**src/rtl/lsu_pkg.sv**
```systemverilog
package lsu_pkg;

    localparam int OPC_W = 6;

    localparam logic [OPC_W-1:0] OPC_LD_BYTE_S = 6'h20;
    localparam logic [OPC_W-1:0] OPC_LD_HALF_S = 6'h21;
    localparam logic [OPC_W-1:0] OPC_LD_WORD   = 6'h23;
    localparam logic [OPC_W-1:0] OPC_LD_BYTE_U = 6'h24;
    localparam logic [OPC_W-1:0] OPC_LD_HALF_U = 6'h25;
    localparam logic [OPC_W-1:0] OPC_ST_BYTE   = 6'h28;
    localparam logic [OPC_W-1:0] OPC_ST_HALF   = 6'h29;
    localparam logic [OPC_W-1:0] OPC_ST_WORD   = 6'h2B;

    typedef enum logic [1:0] {
        SZ_BYTE = 2'd0,
        SZ_HALF = 2'd1,
        SZ_WORD = 2'd2
    } access_size_e;

    typedef struct packed {
        logic         valid;
        logic         is_load;
        logic         is_store;
        logic         sign_fill;
        access_size_e size;
    } access_ctl_t;

endpackage

```
**src/rtl/lsu_op_decode.sv**
```systemverilog
module lsu_op_decode
    import lsu_pkg::*;
(
    input  logic [OPC_W-1:0] opcode,
    output access_ctl_t      ctl
);

    always_comb begin
        ctl = '{valid: 1'b0, is_load: 1'b0, is_store: 1'b0,
                sign_fill: 1'b0, size: SZ_BYTE};
        unique case (opcode)
            OPC_LD_BYTE_S: ctl = '{1'b1, 1'b1, 1'b0, 1'b1, SZ_BYTE};
            OPC_LD_HALF_S: ctl = '{1'b1, 1'b1, 1'b0, 1'b1, SZ_HALF};
            OPC_LD_WORD:   ctl = '{1'b1, 1'b1, 1'b0, 1'b0, SZ_WORD};
            OPC_LD_BYTE_U: ctl = '{1'b1, 1'b1, 1'b0, 1'b0, SZ_BYTE};
            OPC_LD_HALF_U: ctl = '{1'b1, 1'b1, 1'b0, 1'b0, SZ_HALF};
            OPC_ST_BYTE:   ctl = '{1'b1, 1'b0, 1'b1, 1'b0, SZ_BYTE};
            OPC_ST_HALF:   ctl = '{1'b1, 1'b0, 1'b1, 1'b0, SZ_HALF};
            OPC_ST_WORD:   ctl = '{1'b1, 1'b0, 1'b1, 1'b0, SZ_WORD};
            default: ;
        endcase
    end

    // a recognised opcode is either a load or a store, never both
    always_comb begin
        if (ctl.valid) begin
            a_r2_load_xor_store: assert (ctl.is_load ^ ctl.is_store);
        end
    end

endmodule

```
**src/rtl/lsu_store_lanes.sv**
```systemverilog
module lsu_store_lanes
    import lsu_pkg::*;
#(
    parameter int DATA_W = 32,
    localparam int LANES = DATA_W / 8
) (
    input  access_size_e      size,
    input  logic [1:0]        lane,
    input  logic [DATA_W-1:0] src,
    output logic [LANES-1:0]  strobe,
    output logic [DATA_W-1:0] wdata
);

    always_comb begin
        strobe = '0;
        wdata  = src;
        unique case (size)
            SZ_BYTE: begin
                strobe       = '0;
                strobe[lane] = 1'b1;
                wdata        = {LANES{src[7:0]}};
            end
            SZ_HALF: begin
                strobe = lane[1] ? 4'b1100 : 4'b0011;
                wdata  = {(LANES/2){src[15:0]}};
            end
            SZ_WORD: begin
                strobe = '1;
                wdata  = src;
            end
            default: begin
                strobe = '0;
                wdata  = src;
            end
        endcase
    end

    // a byte store enables one lane, a halfword store two
    always_comb begin
        if (size == SZ_BYTE) begin
            a_r6_one_lane: assert ($countones(strobe) == 1);
        end
        if (size == SZ_HALF) begin
            a_r7_two_lanes: assert ($countones(strobe) == 2);
        end
    end

endmodule

```
**src/rtl/lsu_load_extract.sv**
```systemverilog
module lsu_load_extract
    import lsu_pkg::*;
#(
    parameter int DATA_W = 32
) (
    input  logic [DATA_W-1:0] word,
    input  logic [1:0]        lane,
    input  access_size_e      size,
    input  logic              sign_fill,
    output logic [DATA_W-1:0] result
);

    logic [DATA_W-1:0] shifted;
    logic [7:0]        byte_v;
    logic [15:0]       half_v;

    always_comb begin
        shifted = word >> {lane, 3'b000};
        byte_v  = shifted[7:0];
        half_v  = lane[1] ? word[31:16] : word[15:0];
        unique case (size)
            SZ_BYTE: result = {{(DATA_W-8){sign_fill & byte_v[7]}}, byte_v};
            SZ_HALF: result = {{(DATA_W-16){sign_fill & half_v[15]}}, half_v};
            SZ_WORD: result = word;
            default: result = word;
        endcase
    end

endmodule

```
**src/rtl/lsu_lane_align.sv**
```systemverilog
module lsu_lane_align
    import lsu_pkg::*;
#(
    parameter int DATA_W = 32,
    parameter int DISP_W = 16,
    parameter int DEPTH  = 64,
    localparam int IDX_W = $clog2(DEPTH),
    localparam int LANES = DATA_W / 8
) (
    input  logic              clk,
    input  logic              rst_n,
    input  logic              req,
    input  logic [OPC_W-1:0]  opcode,
    input  logic [DATA_W-1:0] base,
    input  logic [DISP_W-1:0] disp,
    input  logic [DATA_W-1:0] store_data,
    output logic [DATA_W-1:0] eff_addr,
    output logic [DATA_W-1:0] load_data,
    output logic              misaligned,
    output logic              op_valid
);

    access_ctl_t       ctl;
    logic [IDX_W-1:0]  word_idx;
    logic [1:0]        lane;
    logic [LANES-1:0]  strobe;
    logic [DATA_W-1:0] wdata;
    logic [DATA_W-1:0] ext_data;
    logic              write_en;
    logic [DATA_W-1:0] mem_q [DEPTH];

    lsu_op_decode u_decode (
        .opcode (opcode),
        .ctl    (ctl)
    );

    always_comb begin
        eff_addr = base + {{(DATA_W-DISP_W){disp[DISP_W-1]}}, disp};
        word_idx = eff_addr[IDX_W+1:2];
        lane     = eff_addr[1:0];
        op_valid = ctl.valid;
        unique case (ctl.size)
            SZ_HALF: misaligned = ctl.valid & lane[0];
            SZ_WORD: misaligned = ctl.valid & (lane != 2'b00);
            default: misaligned = 1'b0;
        endcase
        write_en = req & ctl.is_store & ~misaligned;
    end

    lsu_store_lanes #(.DATA_W(DATA_W)) u_store (
        .size   (ctl.size),
        .lane   (lane),
        .src    (store_data),
        .strobe (strobe),
        .wdata  (wdata)
    );

    lsu_load_extract #(.DATA_W(DATA_W)) u_load (
        .word      (mem_q[word_idx]),
        .lane      (lane),
        .size      (ctl.size),
        .sign_fill (ctl.sign_fill),
        .result    (ext_data)
    );

    always_comb begin
        load_data = (ctl.is_load && !misaligned) ? ext_data : '0;
    end

    always_ff @(posedge clk or negedge rst_n) begin
        if (!rst_n) begin
            for (int k = 0; k < DEPTH; k++) begin
                mem_q[k] <= '0;
            end
        end else if (write_en) begin
            for (int b = 0; b < LANES; b++) begin
                if (strobe[b]) begin
                    mem_q[word_idx][8*b +: 8] <= wdata[8*b +: 8];
                end
            end
        end
    end

    // Snapshot of the addressed word, used to check what a cycle changed
    logic [IDX_W-1:0]  chk_idx_q;
    logic [DATA_W-1:0] chk_word_q;
    logic [DATA_W-1:0] chk_src_q;
    logic              chk_wr_q;
    logic [LANES-1:0]  chk_strb_q;

    always_ff @(posedge clk or negedge rst_n) begin
        if (!rst_n) begin
            chk_idx_q  <= '0;
            chk_word_q <= '0;
            chk_src_q  <= '0;
            chk_wr_q   <= 1'b0;
            chk_strb_q <= '0;
        end else begin
            chk_idx_q  <= word_idx;
            chk_word_q <= mem_q[word_idx];
            chk_src_q  <= store_data;
            chk_wr_q   <= req & ctl.is_store & ~misaligned;
            chk_strb_q <= strobe;
        end
    end

    for (genvar g = 0; g < LANES; g++) begin : g_lane_chk
        // a lane not written keeps its old byte
        a_r10_lane_kept: assert property (@(posedge clk) disable iff (!rst_n)
            !(chk_wr_q && chk_strb_q[g]) |->
                mem_q[chk_idx_q][8*g +: 8] == chk_word_q[8*g +: 8]);
    end

    // a word store leaves exactly the source value in the word
    a_r8_word_written: assert property (@(posedge clk) disable iff (!rst_n)
        (chk_wr_q && chk_strb_q == '1) |-> mem_q[chk_idx_q] == chk_src_q);

    // signed byte load replicates bit 7 upward
    a_r3_byte_sign: assert property (@(posedge clk) disable iff (!rst_n)
        (opcode == OPC_LD_BYTE_S) |-> load_data[31:8] == {24{load_data[7]}});

    // unsigned halfword load has a zero upper half
    a_r4_half_zero: assert property (@(posedge clk) disable iff (!rst_n)
        (opcode == OPC_LD_HALF_U) |-> load_data[31:16] == 16'h0000);

    // an unrecognised opcode yields no data and no flag
    a_r2_idle_outputs: assert property (@(posedge clk) disable iff (!rst_n)
        !op_valid |-> (load_data == '0 && !misaligned));

    // byte accesses never flag misalignment
    a_r9_byte_aligned: assert property (@(posedge clk) disable iff (!rst_n)
        (opcode == OPC_LD_BYTE_S || opcode == OPC_LD_BYTE_U ||
         opcode == OPC_ST_BYTE) |-> !misaligned);

endmodule

```
**config.mk**
```make
export PLATFORM = sky130hd
export DESIGN_NAME = lsu_lane_align
export DESIGN_NICKNAME = d
export VERILOG_FILES = /design/src/rtl/lsu_pkg.sv /design/src/rtl/lsu_op_decode.sv /design/src/rtl/lsu_store_lanes.sv /design/src/rtl/lsu_load_extract.sv /design/src/rtl/lsu_lane_align.sv
export SDC_FILE = /design/constraint.sdc
export NUM_CORES = 2
export LEC_CHECK = 0
export BUFFER_PORTS_ARGS = -buffer_cell sky130_fd_sc_hd__buf_2
export CAP_MARGIN = 20
export CELL_PAD_IN_SITES_DETAIL_PLACEMENT = 1
export CELL_PAD_IN_SITES_GLOBAL_PLACEMENT = 1
export CORE_UTILIZATION = 40
export CTS_CLUSTER_SIZE = 14
export DETAILED_ROUTE_END_ITERATION = 6
export PLACE_DENSITY = 0.65
export SYNTH_ARGS = -nofsm -noshare
export SYNTH_HDL_FRONTEND = slang
export SYNTH_SLANG_ARGS = --single-unit
```
**constraint.sdc**
```tcl
create_clock -name clk -period 13.4 [get_ports clk]
set_input_delay 2.01 -clock clk [delete_from_list [all_inputs] [get_ports clk]]
set_output_delay 2.01 -clock clk [all_outputs]
set_load 0.005 [all_outputs]
```
==> flow_metrics.py <==
metrics = {
    "clock_tree": {
        "clk_pin_slew_worst_paths_ns": 0.06,
        "cts_setup_buffers": 0,
        "clk_latency_ns": 0.88,
        "clk_path_buf_depth": 3,
        "cts_tree": "built",
        "post_cts_resized": 0,
        "numClockSinks": 2048,
        "htreeDepth": 4,
        "numCtsBuffers": 224,
        "clk_root_buffer_cell": "clkbuf_16",
        "postCtsHoldBufs": 0,
    },
    "layout": {
        "final_layout_size_suffix_gt1_frac": 0.158,
        "area_growth_pct": 13.8,
        "final_cell_mix": "dfrtp_1, nor2_1, nand2_1, a21oi_1, o21ai_0",
        "finalInstanceArea_um2": 105000,
        "fin_nets": 9685,
        "layout_commonest_cell": "dfrtp_1",
        "reg_top3": "mem_q x2048",
        "nFillCells": 25500,
        "largest_reg_flops": 2048,
        "largest_register": "mem_q",
    },
    "yosys": {
        "yosys_warnings": 0,
        "synthFlopType": "dfrtp_1",
        "synthAdderAreaFrac": 0.00496,
        "async_flop_share": 1.00,
        "syn_nets": 9737,
        "syn_area_um2": 92300,
        "synth_compound_area_frac": 0.180,
        "synth_top_area_share": 0.555,
        "synth_top_family_by_area": "compound AO/OA/AOI/OAI gates",
        "synthTopCellsByArea": "dfrtp_1, mux2_2, a21oi_1",
        "synth_simple_gate_area_frac": 0.137,
        "synth_mux_area_frac": 0.0847,
        "synth_xor_xnor_area_share": 0.00247,
        "synth_cells": 9612,
        "yosysTopAreaCell": "dfrtp_1",
        "ys_ff_latch": 2048,
        "postSynthAreaPerCell_um2": 9.60,
        "synth_edf_count": 0,
        "yosysSeqAreaShare": 0.555,
        "synthDistinctLibCells": 88,
    },
    "die": {
        "die_area_um2": 233000,
        "rows": 175,
        "die_h_um": 482,
        "ios": 155,
        "start_util": 0.404,
        "fp.coreArea_um2": 228000,
        "die_width_um": 482,
    },
    "global_route": {
        "gr-total-overflow": 0,
        "grt_max_degree": 157,
        "grt_pass1_wl_mm": 588,
        "antenna_found_initial": 28,
        "grt_pass1_vias": 80900,
        "gr-usage-all-layers": 0.348,
    },
    "worst_hold_path": {
        "hp-class": "flop to flop",
    },
    "place": {
        "hpwl_mm": 255,
        "gp_congestion": 0.925,
        "port-buffer-count": 154,
        "place_ws_ns": 2.77,
        "placed_area_um2": 96900,
    },
    "route": {
        "wirelength_mm": 406,
        "dr_total_vias": 79200,
        "routedWlPerCell_um": 31.8,
        "drc": 0,
        "ant_nets": 0,
        "first_pass_iters": 6,
        "via_per_inst": 6.20,
        "drtIter0Drc": 7681,
    },
    "timing": {
        "hold_violations": 0,
        "rsz0062_at_grt": "false",
        "max_freq_ghz": 0.0917,
        "skew_ns": 0,
        "fin_tns_setup_ns": 0,
        "setup_violations": 0,
        "fin_ws_ns": 2.50,
        "whs_ns": 0.475,
        "slew_headroom": 0.0863,
        "fin_crit_sh": 0.814,
        "tightest_slew_ns": 1.36,
        "final_max_slew_viol_count": 0,
        "min_period_ns": 10.90,
    },
    "critical_path": {
        "critPathKind": "input port to output port",
        "cp-start-kind": "input port",
        "end_kind": "output port",
        "arrival_ns": 8.89,
        "crit_path_max_fanout": 88,
        "required_ns": 11.39,
    },
    "power_and_ir_drop": {
        "power_density_nw_per_um2": 154,
        "leakagePower_nw": 48.4,
        "vdd_drop_max_uv": 125,
    },
    "run": {
        "cap_violations": 0,
    },
    "status": {
        "outcome": "finished clean",
    },
}
-- worst paths after layout --
check,slack (ns),startpoint,cells past startpoint,endpoint
max,2.50,base[0],18,load_data[20]
min,0.47,mem_q[271],2,mem_q[271]
max reg2reg,12.55,mem_q[1011],2,mem_q[1011]
min reg2reg,0.47,mem_q[271],2,mem_q[271]
max in group asynchronous,9.13,rst_n,4,mem_q[854]
min in group asynchronous,1.16,rst_n,1,mem_q[78]
-- report_power, final --
| group | internal, mW | switching, mW | total [mW] | leakage, nW |
|---|---|---|---|---|
| logic | 0.699 | 2.48 | 3.18 | 15.9 |
| registers | 6.25 | 0.0408 | 6.30 | 28.6 |
| clock network | 3.97 | 2.75 | 6.73 | 3.90 |
-- cell type report --
type                            instances  area [µm²]  share of cell area
Clock buffer                          325        6610              0.0629
Tap cell                             3009        3760              0.0358
Clock inverter                         97        1360              0.0129
Sequential cell                      2048       51200               0.488
Inverter                               16        91.3            0.000869
Multi-Input combinational cell       6781       38400               0.365
Antenna cell                           10        25.0            0.000238
Timing Repair Buffer                  489        3630              0.0346
-- logic make-up (layout without fill, tap and decap cells) --
group / after synthesis / in the layout
AOI/OAI and AO/OA: 2848 / 2848
xor gates and xnor gates: 26 / 26
adders and majority gates: 36 / 36
buffers and inverters: 783 / 927
DFF: 2048 / 2048
muxes: 677 / 677
other: 0 / 10
and+or+nand+nor: 3194 / 3194
-- per-layer routing --
metal	track usage	up-vias	wire, µm
li1	-	33600	-
met1	0.467	41400	169000
met2	0.540	3268	183000
met3	0.0642	942	31700
met4	0.175	14	22900
met5	0	-	81
-- stage by stage --
stage,power [mW],instances,utilization
global placement,9.44,12300,0.423
detailed placement,9.47,12300,0.424
global route,16.5,12800,0.460
CTS,16.2,12700,0.459
finish,16.2,12800,0.460
floorplan,7.77,9612,-
-- synth_stat cells (33+ instances only) --
master / instances
o221ai_1: 101
a32oi_1: 33
ha_1: 35
nand2_1: 1353
o22ai_1: 300
buf_4: 44
nor2_1: 1487
a22oi_1: 40
mux2_2: 533
clkbuf_1: 481
o21ai_0: 685
nand3_1: 171
a31oi_1: 140
dfrtp_1: 2048
a21oi_1: 1194
a211oi_1: 70
buf_2: 155
nor3_1: 60
mux2i_1: 114
buf_1: 81
-- worst max-delay path, cell delays in order --
cell and delay, ns:
buf_2 0.10, ha_1 0.23, fa_1 0.58, a211o_1 0.46
nand3_2 0.10, buf_4 0.29, nand2_4 0.40, inv_8 0.63
buf_12 0.47, mux2i_1 0.17, a32oi_1 0.22, and3_1 0.28
a31oi_1 0.12, a221oi_2 1.02, a21oi_1 0.28, a2111oi_4 0.84
o21bai_1 0.22, buf_2 0.16
Note: power is estimated with default switching activity, not from simulation.
